<file path="src/rtl/i2c_srx_pkg.sv">
package i2c_srx_pkg;

  localparam logic [7:0] ST_OWN_W     = 8'h60;
  localparam logic [7:0] ST_OWN_W_ARB = 8'h68;
  localparam logic [7:0] ST_GC        = 8'h70;
  localparam logic [7:0] ST_GC_ARB    = 8'h78;
  localparam logic [7:0] ST_OWN_ACK   = 8'h80;
  localparam logic [7:0] ST_OWN_NACK  = 8'h88;
  localparam logic [7:0] ST_GC_ACK    = 8'h90;
  localparam logic [7:0] ST_GC_NACK   = 8'h98;
  localparam logic [7:0] ST_NONE      = 8'hF8;

  localparam logic [1:0] SEL_ADR  = 2'd0;
  localparam logic [1:0] SEL_CTRL = 2'd1;
  localparam logic [1:0] SEL_DATA = 2'd2;

  localparam int CB_AA  = 0;
  localparam int CB_STA = 1;
  localparam int CB_SI  = 2;

  typedef enum logic [2:0] {
    SM_IDLE,
    SM_ADDR,
    SM_OWN,
    SM_GC,
    SM_SKIP
  } srx_mode_e;

  function automatic logic own_hit(input logic [7:0] rx, input logic [7:0] adr);
    return (rx[7:1] == adr[7:1]) && !rx[0];
  endfunction

  function automatic logic gc_hit(input logic [7:0] rx, input logic [7:0] adr);
    return (rx == 8'h00) && adr[0];
  endfunction

  function automatic logic [7:0] addr_code(input logic gc, input logic arb);
    if (gc) return arb ? ST_GC_ARB : ST_GC;
    return arb ? ST_OWN_W_ARB : ST_OWN_W;
  endfunction

  function automatic logic [7:0] data_code(input logic gc, input logic ack);
    if (gc) return ack ? ST_GC_ACK : ST_GC_NACK;
    return ack ? ST_OWN_ACK : ST_OWN_NACK;
  endfunction

endpackage

</file>
<file path="src/rtl/i2c_srx_linemon.sv">
module i2c_srx_linemon #(
  parameter int SYNC_STAGES = 2
) (
  input  logic clk,
  input  logic rst_n,
  input  logic scl_i,
  input  logic sda_i,
  output logic scl_rise,
  output logic scl_fall,
  output logic start_ev,
  output logic stop_ev,
  output logic sda_level
);
  logic [SYNC_STAGES:0] scl_q;
  logic [SYNC_STAGES:0] sda_q;
  logic scl_cur, scl_prev, sda_cur, sda_prev;

  always_ff @(posedge clk or negedge rst_n) begin
    if (!rst_n) begin
      scl_q <= '1;
      sda_q <= '1;
    end else begin
      scl_q <= {scl_q[SYNC_STAGES-1:0], scl_i};
      sda_q <= {sda_q[SYNC_STAGES-1:0], sda_i};
    end
  end

  assign scl_cur  = scl_q[SYNC_STAGES-1];
  assign scl_prev = scl_q[SYNC_STAGES];
  assign sda_cur  = sda_q[SYNC_STAGES-1];
  assign sda_prev = sda_q[SYNC_STAGES];

  assign scl_rise  = scl_cur & ~scl_prev;
  assign scl_fall  = ~scl_cur & scl_prev;
  assign start_ev  = scl_cur & scl_prev & sda_prev & ~sda_cur;
  assign stop_ev   = scl_cur & scl_prev & ~sda_prev & sda_cur;
  assign sda_level = sda_cur;
endmodule

</file>
<file path="src/rtl/i2c_srx_shifter.sv">
module i2c_srx_shifter #(
  parameter int BITS = 8
) (
  input  logic            clk,
  input  logic            rst_n,
  input  logic            restart,
  input  logic            active,
  input  logic            rise,
  input  logic            fall,
  input  logic            sda,
  output logic [BITS-1:0] rx_byte,
  output logic            byte_end,
  output logic            slot_end,
  output logic            in_ack
);
  localparam int CW = $clog2(BITS + 2);
  localparam logic [CW-1:0] LAST_BIT = CW'(BITS);
  localparam logic [CW-1:0] ACK_BIT  = CW'(BITS + 1);

  logic [CW-1:0] cnt;

  assign byte_end = active & fall & (cnt == LAST_BIT) & ~in_ack;
  assign slot_end = active & fall & (cnt == ACK_BIT);

  always_ff @(posedge clk or negedge rst_n) begin
    if (!rst_n) begin
      cnt     <= '0;
      in_ack  <= 1'b0;
      rx_byte <= '0;
    end else if (restart || !active) begin
      cnt    <= '0;
      in_ack <= 1'b0;
    end else begin
      if (rise && cnt < LAST_BIT) begin
        rx_byte <= {rx_byte[BITS-2:0], sda};
        cnt     <= cnt + 1'b1;
      end else if (rise && in_ack && cnt == LAST_BIT) begin
        cnt <= ACK_BIT;
      end
      if (byte_end) in_ack <= 1'b1;
      if (slot_end) begin
        cnt    <= '0;
        in_ack <= 1'b0;
      end
    end
  end
endmodule

</file>
<file path="src/rtl/i2c_slave_rx.sv">
module i2c_slave_rx
  import i2c_srx_pkg::*;
#(
  parameter int SYNC_STAGES = 2,
  parameter int DW          = 8
) (
  input  logic          clk,
  input  logic          rst_n,
  input  logic          scl_i,
  input  logic          sda_i,
  input  logic          arb_lost_i,
  input  logic          reg_we,
  input  logic [1:0]    reg_sel,
  input  logic [DW-1:0] reg_wdata,
  output logic          scl_oe_o,
  output logic          sda_oe_o,
  output logic          si_o,
  output logic [DW-1:0] status_o,
  output logic [DW-1:0] data_o,
  output logic          start_req_o
);
  logic scl_rise_w, scl_fall_w, start_w, stop_w, sda_w;
  logic byte_end_w, slot_end_w, in_ack_w;
  logic [DW-1:0] rx_byte_w;

  srx_mode_e mode_q, next_mode_q;
  logic [DW-1:0] adr_q, code_q;
  logic aa_q, sta_q, si_q, ack_val_q, nack_exit_q, arb_q, start_pend_q, busy_q;

  logic ctrl_wr_w, data_wr_w, si_clear_w, receiving_w;

  assign ctrl_wr_w   = reg_we && reg_sel == SEL_CTRL;
  assign data_wr_w   = reg_we && reg_sel == SEL_DATA;
  assign si_clear_w  = ctrl_wr_w && !reg_wdata[CB_SI] && si_q;
  assign receiving_w = mode_q == SM_ADDR || mode_q == SM_OWN || mode_q == SM_GC;

  i2c_srx_linemon #(.SYNC_STAGES(SYNC_STAGES)) u_linemon (
    .clk       (clk),
    .rst_n     (rst_n),
    .scl_i     (scl_i),
    .sda_i     (sda_i),
    .scl_rise  (scl_rise_w),
    .scl_fall  (scl_fall_w),
    .start_ev  (start_w),
    .stop_ev   (stop_w),
    .sda_level (sda_w)
  );

  i2c_srx_shifter #(.BITS(DW)) u_shifter (
    .clk      (clk),
    .rst_n    (rst_n),
    .restart  (start_w),
    .active   (receiving_w),
    .rise     (scl_rise_w),
    .fall     (scl_fall_w),
    .sda      (sda_w),
    .rx_byte  (rx_byte_w),
    .byte_end (byte_end_w),
    .slot_end (slot_end_w),
    .in_ack   (in_ack_w)
  );

  always_ff @(posedge clk or negedge rst_n) begin
    if (!rst_n) begin
      adr_q        <= '0;
      aa_q         <= 1'b0;
      sta_q        <= 1'b0;
      si_q         <= 1'b0;
      code_q       <= ST_NONE;
      status_o     <= ST_NONE;
      data_o       <= '0;
      mode_q       <= SM_IDLE;
      next_mode_q  <= SM_IDLE;
      ack_val_q    <= 1'b0;
      nack_exit_q  <= 1'b0;
      arb_q        <= 1'b0;
      start_pend_q <= 1'b0;
      busy_q       <= 1'b0;
    end else begin
      if (reg_we && reg_sel == SEL_ADR) adr_q <= reg_wdata;
      if (ctrl_wr_w) begin
        aa_q  <= reg_wdata[CB_AA];
        sta_q <= reg_wdata[CB_STA];
        if (!reg_wdata[CB_STA]) start_pend_q <= 1'b0;
      end
      if (data_wr_w && !receiving_w) data_o <= reg_wdata;
      if (arb_lost_i) arb_q <= 1'b1;

      if (start_w) begin
        busy_q    <= 1'b1;
        mode_q    <= SM_ADDR;
        ack_val_q <= 1'b0;
      end else if (stop_w) begin
        busy_q    <= 1'b0;
        mode_q    <= SM_IDLE;
        ack_val_q <= 1'b0;
      end else if (byte_end_w) begin
        case (mode_q)
          SM_ADDR: begin
            if (aa_q && own_hit(rx_byte_w, adr_q)) begin
              ack_val_q   <= 1'b1;
              code_q      <= addr_code(1'b0, arb_q);
              next_mode_q <= SM_OWN;
            end else if (aa_q && gc_hit(rx_byte_w, adr_q)) begin
              ack_val_q   <= 1'b1;
              code_q      <= addr_code(1'b1, arb_q);
              next_mode_q <= SM_GC;
            end else begin
              ack_val_q <= 1'b0;
              mode_q    <= SM_SKIP;
            end
          end
          SM_OWN, SM_GC: begin
            data_o      <= rx_byte_w;
            ack_val_q   <= aa_q;
            code_q      <= data_code(mode_q == SM_GC, aa_q);
            nack_exit_q <= !aa_q;
          end
          default: ack_val_q <= 1'b0;
        endcase
      end else if (slot_end_w) begin
        si_q      <= 1'b1;
        status_o  <= code_q;
        ack_val_q <= 1'b0;
        if (mode_q == SM_ADDR) begin
          mode_q <= next_mode_q;
          arb_q  <= arb_lost_i;
        end
      end

      if (si_clear_w) begin
        si_q     <= 1'b0;
        status_o <= ST_NONE;
        if (nack_exit_q) begin
          mode_q      <= SM_IDLE;
          nack_exit_q <= 1'b0;
          if (reg_wdata[CB_STA]) start_pend_q <= 1'b1;
        end
      end
    end
  end

  assign si_o        = si_q;
  assign scl_oe_o    = si_q;
  assign sda_oe_o    = in_ack_w & ack_val_q;
  assign start_req_o = start_pend_q & ~busy_q & sta_q;
endmodule

</file>
<file path="config.mk">
export PLATFORM = sky130hd
export DESIGN_NAME = i2c_slave_rx
export DESIGN_NICKNAME = d
export VERILOG_FILES = /design/src/rtl/i2c_srx_pkg.sv /design/src/rtl/i2c_srx_linemon.sv /design/src/rtl/i2c_srx_shifter.sv /design/src/rtl/i2c_slave_rx.sv
export SDC_FILE = /design/constraint.sdc
export NUM_CORES = 1
export LEC_CHECK = 0
export CORE_MARGIN = 5
export CORE_UTILIZATION = 57
export DETAILED_ROUTE_END_ITERATION = 12
export PLACE_DENSITY = 0.94
export SETUP_SLACK_MARGIN = 0.5
export SLEW_MARGIN = 15
export SYNTH_ARGS = -nofsm -noshare
export SYNTH_HDL_FRONTEND = slang
export SYNTH_SLANG_ARGS = --single-unit
</file>
<file path="constraint.sdc">
create_clock -name clk -period 3 [get_ports clk]
set_clock_uncertainty 0.15 [all_clocks]
set_input_delay 0.6 -clock clk [delete_from_list [all_inputs] [get_ports clk]]
set_output_delay 0.6 -clock clk [all_outputs]
set_load 0.02 [all_outputs]
</file>
### After elaboration in Yosys (flattened, before gate mapping)

Cells that the tools add are included.

* RAM bits: 0
* word-level logic and storage cells: 171
* memories kept: 0
* output and inout port bits: 20
* bits in registers: 65
* memory bits (read-only): 0
* latch bits: 0

* shifts and indexed selects: 0
* equality and inequality tests: 12
* multipliers: 0
* div/mod/pow operators: 0
* add/subtract/negate cells: 1
* magnitude comparators: 1
* reductions and logical operators: 34
* muxes and demuxes: 81
* bitwise gates (word level): 23

Operators with widths (number)
* $mux 8: 14
* $mux 1: 44
* $mux 3: 12
* $mux 4: 8
* $pmux 8 s2: 1
* $and 1x1->1: 14
* $logic_and 1x1->1: 13
* $reduce_and 5->1: 2
* $not 1->1: 9
* $eq 4x4->1 const B: 2
* $logic_not 8->1: 1
* $reduce_bool 2->1: 4
* $reduce_bool 4->1: 2
* $eq 7x7->1: 1
* $eq 3x2->1 const B: 2
* $mux 5: 1
* $add 4x1->4 const B: 1
* $logic_not 1->1: 4
* $lt 4x4->1 const B: 1
* $ne 2x1->1 const B: 2
* $reduce_and 4->1: 1
* $eq 3x1->1 const B: 1
* $logic_or 1x1->1: 3
* $ne 3x3->1 const B: 1
* other kinds (8): 8

### Longest topological paths before layout

* depth after elaboration: 13
* gate-level depth with buffers: 8

### Cells and area by module

A second synthesis with hierarchy kept.

* cells, all modules: 218
* area total of the unflattened synthesis: 2605.0 sq um

By module, submodules not included
* i2c_slave_rx: cells an instance 158, area an instance 1799.2 sq um, instances 1
* i2c_srx_shifter: cells an instance 50, area an instance 615.6 sq um, instances 1
* i2c_srx_linemon: cells an instance 10, area an instance 190.2 sq um, instances 1

### Worst setup path after synthesis

OpenSTA, ideal clock, no wires.

* path kind: register to register
* start point: register u_shifter.cnt[0]
* end point: register mode_q[0]
* library setup time: 0.136 ns
* stages on the path, launching flop included: 8
* setup slack: 1.233 ns
* period minus slack after synthesis: 1.767 ns
* arrival time: 1.480 ns
* cell sequence: dfrtp_1 > inv_1 > ha_1 > nor2b_1 > nor4b_4 > nand2_1 > o2111ai_1 > o22ai_1

* longest elaborated chain between the ends: 8
* elaborated cells between the ends (all ways): 11
* classes of those cells: 2 x eq/ne; 6 x mux; 3 x bitwise

RTL lines
* start, declared: line i2c_srx_shifter.sv:20 `logic [CW-1:0] cnt;`
* start signal, assigned: line i2c_srx_shifter.sv:36 `cnt <= cnt + 1'b1;`
* $eq 4x4->1, on equally long branches: line i2c_srx_shifter.sv:23, i2c_srx_shifter.sv:22
* $and 1x1->1, on equally long branches: line i2c_srx_shifter.sv:23, i2c_srx_shifter.sv:22
* $mux 3 or $and 1x1->1 (tied branches): line i2c_slave_rx.sv:121, i2c_srx_shifter.sv:22
* $mux 3 *: line i2c_slave_rx.sv:97 `end else if (byte_end_w) begin`
* $mux 3 *: line i2c_slave_rx.sv:93 `end else if (stop_w) begin`
* $mux 3 *: line i2c_slave_rx.sv:89 `if (start_w) begin`
* $mux 3: line i2c_slave_rx.sv:134 `if (nack_exit_q) begin`
* $mux 3 *: line i2c_slave_rx.sv:131 `if (si_clear_w) begin`
* end signal, assigned: line i2c_slave_rx.sv:126 `mode_q <= next_mode_q;`
* end, declared: line i2c_slave_rx.sv:26 `srx_mode_e mode_q, next_mode_q;`

Every way passes the cells marked *; elsewhere a longest branch is shown, timed or not.
A chain may end at the register's enable or synchronous reset.

### Final worst setup path

* start point: register busy_q
* end point: output port start_req_o

* longest elaborated chain between the ends: 3

RTL lines
* start, declared: line i2c_slave_rx.sv:28 `logic aa_q, sta_q, si_q, ack_val_q, nack_exit_q, arb_q, start_pend_q, busy_q;`
* start signal, assigned: line i2c_slave_rx.sv:78 `busy_q <= 1'b0;`
* start signal, assigned: line i2c_slave_rx.sv:90 `busy_q <= 1'b1;`
* start signal, assigned: line i2c_slave_rx.sv:94 `busy_q <= 1'b0;`
* $not 1->1: line i2c_slave_rx.sv:146 `assign start_req_o = start_pend_q & ~busy_q & sta_q;`
* $and 1x1->1 (2 in series): line i2c_slave_rx.sv:146
* end, declared: line i2c_slave_rx.sv:20 `output logic start_req_o`

No other way between the ends.

==> impl_metrics.json <==
{
  "dp_cells": 305,
  "postCtsSetupBuffers": 0,
  "worstPathArrival_ns": 1.57,
  "ys_seq_elements": 56,
  "area_growth_pct": 16.2,
  "synth_common_cells": "dfrtp_1, nor2_1, a21oi_1, nand2_1, dfstp_2",
  "start_util": 0.599,
  "path_clk_slew_ns": 0.09,
  "dp_hpwl_um": 3920,
  "antenna_left": 0,
  "cts_tree": "built",
  "max_cap_viol_count": 0,
  "synth_cells": 226,
  "dieArea_sq_um": 6140,
  "firstDrtPassIters": 4,
  "cp-start-kind": "flip-flop",
  "required_ns": 2.25,
  "htree_levels": 2,
  "viasPerCell": 5.88,
  "n_antenna_cell": 0,
  "path_cells": "and3b_1 -> clkdlybuf4s50_1",
  "clock_path_buffers": 2,
  "synth_area_leaders": "dfrtp_1, dfstp_2, mux2_2",
  "ios": 36,
  "drt-initial-drc-count": 82,
  "finalMaxSlewViolations": 0,
  "rows": 24,
  "cts_buffers": 5,
  "dpl_cell_area_sq_um": 3000,
  "fin_nets": 279,
  "die_x_um": 78.3,
  "setup-tns-final_ns": 0,
  "wl_per_cell_um": 17.2,
  "grt_pass1_wl_um": 9110,
  "slew_headroom": 0.502,
  "grt_max_degree": 57,
  "rsz0062_at_grt": "no",
  "post_cts_resize_count": 0,
  "stdcell_count": 313,
  "finalCriticalPeriod_ns": 2.32,
  "die_h_um": 78.3,
  "globalRouteTotalUtil": 0.190,
  "worst_pin_slew_ns": 0.743,
  "final_area_sq_um": 3090,
  "worst_hold_slack_ns": 0.210,
  "synth_top_area_cell": "dfrtp_1",
  "clock-root-buffer": "clkbuf_8",
  "port_buffers": 32,
  "yosysWarnings": 0,
  "worstSetupEndpointType": "primary output",
  "overflow": 0,
  "holdBufCountCts": 0,
  "cts.sinks": 56,
  "max_freq_mhz": 432,
  "wl_um": 5400,
  "grt_pass1_vias": 1900,
  "clkLatencyLatePin_ns": 0.31,
  "synth_edf_count": 0,
  "ys_types": 50,
  "synthesis.area_sq_um": 2660,
  "hold_class": "reg -> reg",
  "finalHoldViolCount": 0,
  "async_flop_share": 1.00,
  "cpMaxStageDelayCell": "clkdlybuf4s50_1",
  "coreArea_sq_um": 4440,
  "drive_above_1_share": 0.215,
  "gp_congestion": 0.801,
  "peakVddDrop_uv": 318,
  "synth_ff_type": "dfrtp_1",
  "drc": 0,
  "power.leakage_nw": 1.30,
  "synth_seq_area_share": 0.533,
  "avgSynthCellArea_sq_um": 11.8,
  "power_density_nw_per_um2": 645,
  "grt_antenna_before_repair": 0,
  "crit_type": "reg -> out",
  "vias": 1841,
  "finalSetupViolCount": 0,
  "post-route-period-util": 0.772,
  "outcome": "finished clean",
  "yosysMostFrequentCell": "dfrtp_1",
  "max_stage_delay_ns": 0.61,
  "yosysTopAreaCellShare": 0.395,
  "cp_max_fo": 3
}
-- logic make-up after synthesis --
| logic type | synth area share |
|---|---|
| XOR/XNOR | 0.0263 |
| buffers and inverters | 0.0315 |
| AND/OR/NAND/NOR | 0.170 |
| other | 0.00141 |
| adder cells (fa/ha/maj) | 0.0141 |
| multiplexers | 0.136 |
| flip-flops | 0.533 |
| AO/OA/AOI/OAI | 0.0883 |
-- routing by layer --
layer	track usage	routed length (um)
met4	0.0717	102
met2	0.322	2660
met5	0	0
met1	0.234	2350
met3	0.0503	282
-- layout make-up --
cell class,count,area (sq um)
fillers,321,1350
inverters,5,18.8
flip-flops and latches,56,1420
multi-input cells,158,1170
clock inverters,1,7.51
well taps,52,65.1
clock buffers,7,86.3
repair buffers,34,330
-- worst max-delay path: cells and delay by family, from the launching register on --
kind                   cells  cell delay [ns]
DFF                        1             0.41
buffers and inverters      1             0.61
and+or+nand+nor            1             0.24
-- registers in the layout, indices dropped and copies added, names as in the netlist, 2 cells and up --
name,flops
adr_q,8
code_q,4
data_o,8
mode_q,3
next_mode_q,2
status_o,4
u_linemon.scl_q,3
u_linemon.sda_q,3
u_shifter.cnt,4
u_shifter.rx_byte,8
-- path summary, 6_finish.rpt --
| path | endpoint | cells past startpoint | startpoint | slack (ns) |
|---|---|---|---|---|
| max | start_req_o | 2 | busy_q | 0.68 |
| min | u_linemon.sda_q[1] | 0 | u_linemon.sda_q[0] | 0.21 |
| max reg2reg | mode_q[0] | 7 | u_shifter.cnt[0] | 0.95 |
| min reg2reg | u_linemon.sda_q[1] | 0 | u_linemon.sda_q[0] | 0.21 |
| max in group asynchronous | u_shifter.cnt[0] | 2 | rst_n | 1.99 |
| min in group asynchronous | u_shifter.cnt[1] | 2 | rst_n | 0.26 |
-- layout by cell type, fill, tap and decap left out, types with 5 or more instances in the layout --
cell type,instances
clkdlybuf4s50_1,31
nor2_1,25
nand2_1,16
mux2_2,13
xnor2_1,7
mux2i_1,11
a21oi_1,16
inv_1,5
dfrtp_1,42
clkbuf_8,6
mux2_4,7
dfstp_2,14
o21ai_0,5
-- per-stage QoR --
step            util  worst slack [ns]  power (mW)
2_1_floorplan      -              1.23        1.37
3_3_place_gp   0.675             0.642        1.55
3_5_place_dp   0.675             0.565        1.58
4_1_cts        0.696             0.678        2.00
5_1_grt        0.696             0.621        2.10
6_report       0.696             0.685        2.00
-- report_power, final --
part	total (mW)	switching (mW)	internal, mW	leakage (nW)
sequential	1.04	0.143	0.894	0.666
combinational	0.533	0.234	0.298	0.591
clock	0.426	0.238	0.188	0.0445
Power figures use the tool's default switching activity.
